## src/rtl/tmr_trig_pkg.sv

```systemverilog
`timescale 1ns/1ps
package tmr_trig_pkg;
  localparam int CFG_W      = 16;
  localparam int POS_XOR    = 7;
  localparam int POS_SRC_LO = 4;
  localparam int SRC_W      = 3;
  localparam int POS_DMAUPD = 3;

  typedef enum logic [SRC_W-1:0] {
    SRC_UG   = 3'd0,
    SRC_CEN  = 3'd1,
    SRC_UPD  = 3'd2,
    SRC_CC1P = 3'd3,
    SRC_OC1  = 3'd4,
    SRC_OC2  = 3'd5,
    SRC_OC3  = 3'd6,
    SRC_OC4  = 3'd7
  } trig_src_e;

  typedef struct packed {
    logic      xor_in;
    trig_src_e src;
    logic      dma_on_upd;
  } trig_cfg_t;
endpackage

```

## src/rtl/tmr_trig_regs.sv

```systemverilog
`timescale 1ns/1ps
module tmr_trig_regs
  import tmr_trig_pkg::*;
#(
  parameter int ADDR_W = 8,
  parameter int DATA_W = 16,
  parameter logic [ADDR_W-1:0] OFFSET = 'h04
) (
  input  logic              clk,
  input  logic              rst,
  input  logic [ADDR_W-1:0] addr,
  input  logic              wr,
  input  logic              rd,
  input  logic [DATA_W-1:0] wdata,
  output logic [DATA_W-1:0] rdata,
  output trig_cfg_t         cfg
);
  localparam int SRC_HI = POS_SRC_LO + SRC_W - 1;

  logic              hit;
  logic [DATA_W-1:0] word;
  logic              unused_wbits;

  assign hit = (addr == OFFSET);
  assign unused_wbits = ^{wdata[DATA_W-1:POS_XOR+1], wdata[POS_DMAUPD-1:0]};

  always_comb begin
    word = '0;
    word[POS_XOR]             = cfg.xor_in;
    word[SRC_HI:POS_SRC_LO]   = cfg.src;
    word[POS_DMAUPD]          = cfg.dma_on_upd;
  end

  always_ff @(posedge clk) begin
    if (rst) begin
      cfg <= '{xor_in: 1'b0, src: SRC_UG, dma_on_upd: 1'b0};
    end else if (wr && hit) begin
      cfg.xor_in     <= wdata[POS_XOR];
      cfg.src        <= trig_src_e'(wdata[SRC_HI:POS_SRC_LO]);
      cfg.dma_on_upd <= wdata[POS_DMAUPD];
    end
  end

  always_ff @(posedge clk) begin
    if (rst)     rdata <= '0;
    else if (rd) rdata <= hit ? word : '0;
  end


  wr_field_chk: assert property (@(posedge clk) disable iff (rst)
    (wr && hit) |=> (cfg.src == $past(wdata[SRC_HI:POS_SRC_LO]) &&
                     cfg.xor_in == $past(wdata[POS_XOR])));

  wr_miss_chk: assert property (@(posedge clk) disable iff (rst)
    (wr && !hit) |=> $stable(cfg));
endmodule

```

## src/rtl/tmr_trig_ti1.sv

```systemverilog
`timescale 1ns/1ps
module tmr_trig_ti1 #(
  parameter int N_PIN = 3
) (
  input  logic             clk,
  input  logic             rst,
  input  logic             xor_in,
  input  logic [N_PIN-1:0] pin,
  output logic             ti1
);
  logic sel;

  assign sel = xor_in ? (^pin) : pin[0];

  always_ff @(posedge clk) begin
    if (rst) ti1 <= 1'b0;
    else     ti1 <= sel;
  end


  ti1_direct_chk: assert property (@(posedge clk) disable iff (rst)
    !xor_in |=> (ti1 == $past(pin[0])));
endmodule

```

## src/rtl/tmr_trig_mux.sv

```systemverilog
`timescale 1ns/1ps
module tmr_trig_mux
  import tmr_trig_pkg::*;
#(
  parameter int N_OC = 4
) (
  input  logic            clk,
  input  logic            rst,
  input  trig_src_e       src,
  input  logic            sw_upd_gen,
  input  logic            cen_bit,
  input  logic            slave_gated,
  input  logic            trig_in,
  input  logic            upd_evt,
  input  logic            cc1_set,
  input  logic [N_OC-1:0] oc_ref,
  output logic            trgo
);
  logic cnt_en;
  logic nxt;

  assign cnt_en = cen_bit | (slave_gated & trig_in);

  always_comb begin
    unique case (src)
      SRC_UG:   nxt = sw_upd_gen;
      SRC_CEN:  nxt = cnt_en;
      SRC_UPD:  nxt = upd_evt;
      SRC_CC1P: nxt = cc1_set;
      SRC_OC1:  nxt = oc_ref[0];
      SRC_OC2:  nxt = oc_ref[1];
      SRC_OC3:  nxt = oc_ref[2];
      SRC_OC4:  nxt = oc_ref[3];
      default:  nxt = 1'b0;
    endcase
  end

  always_ff @(posedge clk) begin
    if (rst) trgo <= 1'b0;
    else     trgo <= nxt;
  end


  upd_pulse_chk: assert property (@(posedge clk) disable iff (rst)
    (src == SRC_UPD && upd_evt) |=> trgo);

  cc1_quiet_chk: assert property (@(posedge clk) disable iff (rst)
    (src == SRC_CC1P && !cc1_set) |=> !trgo);

  cen_gate_chk: assert property (@(posedge clk) disable iff (rst)
    (src == SRC_CEN && slave_gated && trig_in) |=> trgo);
endmodule

```

## src/rtl/tmr_trig_dma.sv

```systemverilog
`timescale 1ns/1ps
module tmr_trig_dma #(
  parameter int N_CH = 4
) (
  input  logic            clk,
  input  logic            rst,
  input  logic            dma_on_upd,
  input  logic            upd_evt,
  input  logic [N_CH-1:0] cc_evt,
  input  logic [N_CH-1:0] dma_en,
  output logic [N_CH-1:0] dma_req
);
  for (genvar i = 0; i < N_CH; i++) begin : g_ch
    logic fire;
    assign fire = dma_en[i] & (dma_on_upd ? upd_evt : cc_evt[i]);
    always_ff @(posedge clk) begin
      if (rst) dma_req[i] <= 1'b0;
      else     dma_req[i] <= fire;
    end
  end


  dma_upd_idle_chk: assert property (@(posedge clk) disable iff (rst)
    (dma_on_upd && !upd_evt) |=> (dma_req == '0));

  dma_evt_chk: assert property (@(posedge clk) disable iff (rst)
    !dma_on_upd |=> (dma_req == $past(cc_evt & dma_en)));
endmodule

```

## src/rtl/tmr_trig_ctl.sv

```systemverilog
`timescale 1ns/1ps
module tmr_trig_ctl
  import tmr_trig_pkg::*;
#(
  parameter int ADDR_W = 8,
  parameter int DATA_W = 16,
  parameter logic [ADDR_W-1:0] REG_OFFSET = 'h04,
  parameter int N_PIN = 3,
  parameter int N_CH  = 4
) (
  input  logic              clk,
  input  logic              rst,
  input  logic [ADDR_W-1:0] bus_addr,
  input  logic              bus_wr,
  input  logic              bus_rd,
  input  logic [DATA_W-1:0] bus_wdata,
  output logic [DATA_W-1:0] bus_rdata,
  input  logic [N_PIN-1:0]  ch_pin,
  input  logic              sw_upd_gen,
  input  logic              cen_bit,
  input  logic              slave_gated,
  input  logic              trig_in,
  input  logic              upd_evt,
  input  logic              cc1_set,
  input  logic [N_CH-1:0]   oc_ref,
  input  logic [N_CH-1:0]   cc_evt,
  input  logic [N_CH-1:0]   dma_en,
  output logic              ti1,
  output logic              trgo,
  output logic [N_CH-1:0]   dma_req
);
  trig_cfg_t cfg;

  tmr_trig_regs #(.ADDR_W(ADDR_W), .DATA_W(DATA_W), .OFFSET(REG_OFFSET)) u_regs (
    .clk(clk), .rst(rst), .addr(bus_addr), .wr(bus_wr), .rd(bus_rd),
    .wdata(bus_wdata), .rdata(bus_rdata), .cfg(cfg)
  );

  tmr_trig_ti1 #(.N_PIN(N_PIN)) u_ti1 (
    .clk(clk), .rst(rst), .xor_in(cfg.xor_in), .pin(ch_pin), .ti1(ti1)
  );

  tmr_trig_mux #(.N_OC(N_CH)) u_mux (
    .clk(clk), .rst(rst), .src(cfg.src), .sw_upd_gen(sw_upd_gen),
    .cen_bit(cen_bit), .slave_gated(slave_gated), .trig_in(trig_in),
    .upd_evt(upd_evt), .cc1_set(cc1_set), .oc_ref(oc_ref), .trgo(trgo)
  );

  tmr_trig_dma #(.N_CH(N_CH)) u_dma (
    .clk(clk), .rst(rst), .dma_on_upd(cfg.dma_on_upd), .upd_evt(upd_evt),
    .cc_evt(cc_evt), .dma_en(dma_en), .dma_req(dma_req)
  );


  src_switch_chk: assert property (@(posedge clk) disable iff (rst)
    (bus_wr && bus_addr == REG_OFFSET && cfg.src == SRC_CEN && !cen_bit && !slave_gated)
      |=> !trgo);
endmodule

```

## config.mk

```make
export PLATFORM = sky130hd
export DESIGN_NAME = tmr_trig_ctl
export DESIGN_NICKNAME = d
export VERILOG_FILES = /design/src/rtl/tmr_trig_pkg.sv /design/src/rtl/tmr_trig_regs.sv /design/src/rtl/tmr_trig_ti1.sv /design/src/rtl/tmr_trig_mux.sv /design/src/rtl/tmr_trig_dma.sv /design/src/rtl/tmr_trig_ctl.sv
export SDC_FILE = /design/constraint.sdc
export NUM_CORES = 1
export LEC_CHECK = 0
export BUFFER_PORTS_ARGS = -buffer_cell sky130_fd_sc_hd__buf_2
export CAP_MARGIN = 0
export CORE_MARGIN = 2
export CORE_UTILIZATION = 40
export DETAILED_ROUTE_END_ITERATION = 8
export GPL_TIMING_DRIVEN = 0
export PLACE_DENSITY = 0.83
export SLEW_MARGIN = 40
export SYNTH_ARGS = -nofsm -noshare
export SYNTH_HDL_FRONTEND = slang
export SYNTH_HIERARCHICAL = 1
export SYNTH_SLANG_ARGS = --single-unit
```

## constraint.sdc

```tcl
create_clock -name clk -period 3.4 [get_ports clk]
set_input_delay 0.34 -clock clk [delete_from_list [all_inputs] [get_ports clk]]
set_output_delay 0.34 -clock clk [all_outputs]
set_load 0.01 [all_outputs]
```

==> run_results.csv <==
group,metric,value,unit
status,status,"completed",
cts,cts_setup_buffers,0,
logic_synthesis,yosysWarnings,6,
logic_synthesis,synthXorXnorAreaFrac,0.0102,
power,ir_drop,0.201,mV
global_routing,grt-ovfl-total,0,
logic_synthesis,synth_top_family_by_area,"simple AND/OR/NAND/NOR gates",
final_layout,final_util,0.593,
logic_synthesis,synth_area,858,um2
sta,finalClockSkew,0.00137,ns
final_layout,fin_nets,196,
cts,cts_made_buffers,3,
global_routing,antenna_found_initial,0,
logic_synthesis,synth_commonest_cells,"16 x dfxtp_1, 16 x nand2b_1, 11 x buf_4, 11 x mux2i_1, 6 x a21oi_1",
sta,max_freq,762,MHz
final_layout,drive_above_1_share,0.455,
detailed_routing,drcViolationCount,0,
critical_path,worstReg2RegStart,"u_regs/cfg[1]",
critical_path,arrival,1.49,ns
die,num_rows,16,
die,dieHeight,50.3,um
sta,fin_crit_sh,0.386,
final_layout,fillers,180,
sta,whs,0.314,ns
logic_synthesis,async_flop_share,0,
logic_synthesis,synth-simple-area-share,0.261,
critical_path,critPathRequiredTime,3.58,ns
cts,cts_tree,"yes",
logic_synthesis,ys_seq_area_frac,0.373,
sta,finalHoldViolations,0,
critical_path,rrSetupSlack,2.09,ns
critical_path,r2r_end,"u_mux/trgo",
global_routing,grt_pass1_wl,2990,um
critical_path,critPathMaxFanout,5,
cts,cts_resized,0,
final_layout,syn_to_final_growth,38.3,%
detailed_routing,routed_wl,1820,um
critical_path,worstRegToRegCells,2,
sta,grt_setup_unrepaired,"no",
detailed_routing,avgViaCountPerCell,4.47,
cts,cts.clk_slew.worst_paths,0.09,ns
detailed_routing,drt-initial-drc-count,6,
die,die_area,2530,um2
logic_synthesis,synthMuxAreaShare,0.155,
min_path,hold_end,"u_regs/cfg[1]",
min_path,hp-start,"bus_wdata[4]",
sta,setup_violations,0,
sta,fin_crit,1.31,ns
sta,fin_setup_tns,0,ns
detailed_routing,ant_nets,0,
logic_synthesis,yosys_register_bits,16,
detailed_routing,via_count,768,
final_layout,n_antenna_cell,0,
critical_path,worstSetupPathType,"register to register",
logic_synthesis,yosys-top-cells-area,"dfxtp_1 37%, mux2i_1 13%, nand2b_1 12%, buf_4 9.6%, nand4_1 3.6%",
cts,hold_buffers,0,
detailed_routing,post_drt_wl_per_cell,10.6,um
critical_path,end_kind,"register",
min_path,hold_class,"input port to register",
detailed_routing,drt_first_pass_iters,4,
power,p_leak,0.558,nW
critical_path,startpoint_type,"register",
cts,cts_sinks,16,
global_routing,grt_pass1_vias,722,
global_routing,grt_max_degree,14,
logic_synthesis,synth_edf_count,0,
cts,htree_levels,1,
power,p_per_area,296,nW/um2
cts,clockRootBuffer,"clkbuf_4",
cts,clk-insertion-delay-late,0.28,ns
logic_synthesis,synthCells,85,
die,num_io_pins,71,
die,start_util,0.429,
logic_synthesis,synthDistinctLibCells,22,
cts,cts_buffer_depth,2,
flow_run,drv_cap,0,
global_routing,grt_usage,0.158,
min_path,hold_path_depth,3,
place,portBuffers,47,
place,dp_hpwl,1460,um
logic_synthesis,synth_fa_ha_area_frac,0,
die,die_x,50.3,um
logic_synthesis,synth_compound_area_frac,0.0729,
logic_synthesis,synth.largest_area_cell,"dfxtp_1",
logic_synthesis,synth_top_area_frac,0.373,
logic_synthesis,syn_avg_cell_area,10.1,um2
logic_synthesis,ys.flop_type,"dfxtp_1",
die,core_area,2000,um2
sta,slew_violations,0,
place,place_congestion,0.674,
## worst max-delay path by stage
stage | start | end | slack [ns]
2_1_floorplan | bus_addr[7] | u_regs/cfg[0] | 2.16
3_3_place_gp | bus_addr[7] | u_regs/cfg[1] | 1.98
3_5_place_dp | bus_addr[7] | u_regs/cfg[0] | 1.93
4_1_cts | u_regs/cfg[1] | u_mux/trgo | 2.07
5_1_grt | u_regs/cfg[1] | u_mux/trgo | 2.02
6_report | u_regs/cfg[1] | u_mux/trgo | 2.09
## layout by cell type, fill, tap and decap left out, types with 2 or more instances in the layout
master and n:
a21oi_1 6, buf_2 47, buf_4 11, clkbuf_1 2
clkbuf_4 3, conb_1 11, dfxtp_1 16, mux2i_1 11
nand2b_1 16, nand4_1 5, nor3b_1 4
## worst max-delay path, stage by stage, from the launching register on
cell     delay (ns)
dfxtp_1        0.47
mux4_2         0.53
o211a_1        0.21
## sequential cells by signal, indices dropped and copies added (netlist names)
register / flops
u_ti1/ti1: 1
u_mux/trgo: 1
u_dma/dma_req: 4
u_regs/cfg: 5
u_regs/rdata: 5
## cell families after synthesis
family | after synthesis
muxes | 12
AOI/OAI and AO/OA | 10
xor gates and xnor gates | 1
and+or+nand+nor | 30
other | 1
DFF | 16
buffers and inverters | 15
## layout make-up
type                       count  area, um2  area share
buffer                        15        106      0.0896
tap                           27       33.8      0.0285
sequential                    16        320       0.270
clock buffer                   3       22.5      0.0190
timing repair buffer          47        235       0.198
multi-input combinational     64        469       0.395
## stage by stage
step	setup WS [ns]	cell area, um2	power [mW]	cells
after floorplan	2.16	896	0.229	95
after global placement	1.98	1160	0.257	169
after detailed placement	1.93	1160	0.259	169
after CTS	2.07	1190	0.355	172
after global routing	2.02	1190	0.372	172
final	2.09	1190	0.352	172
## power breakdown
part | switching (mW) | internal (mW)
Clock | 0.0558 | 0.0411
Combinational | 0.0278 | 0.0359
Sequential | 0.000740 | 0.190
## per-layer routing
layer | up-vias | GRT usage | part of all wire
li1 | 398 | - | -
met3 | 2 | 0.0357 | 0.077
met4 | 0 | 0.0856 | 0.0066
met1 | 333 | 0.178 | 0.40
met5 | - | 0 | 0
met2 | 35 | 0.274 | 0.51
Note: power is estimated with default switching activity, not from simulation.
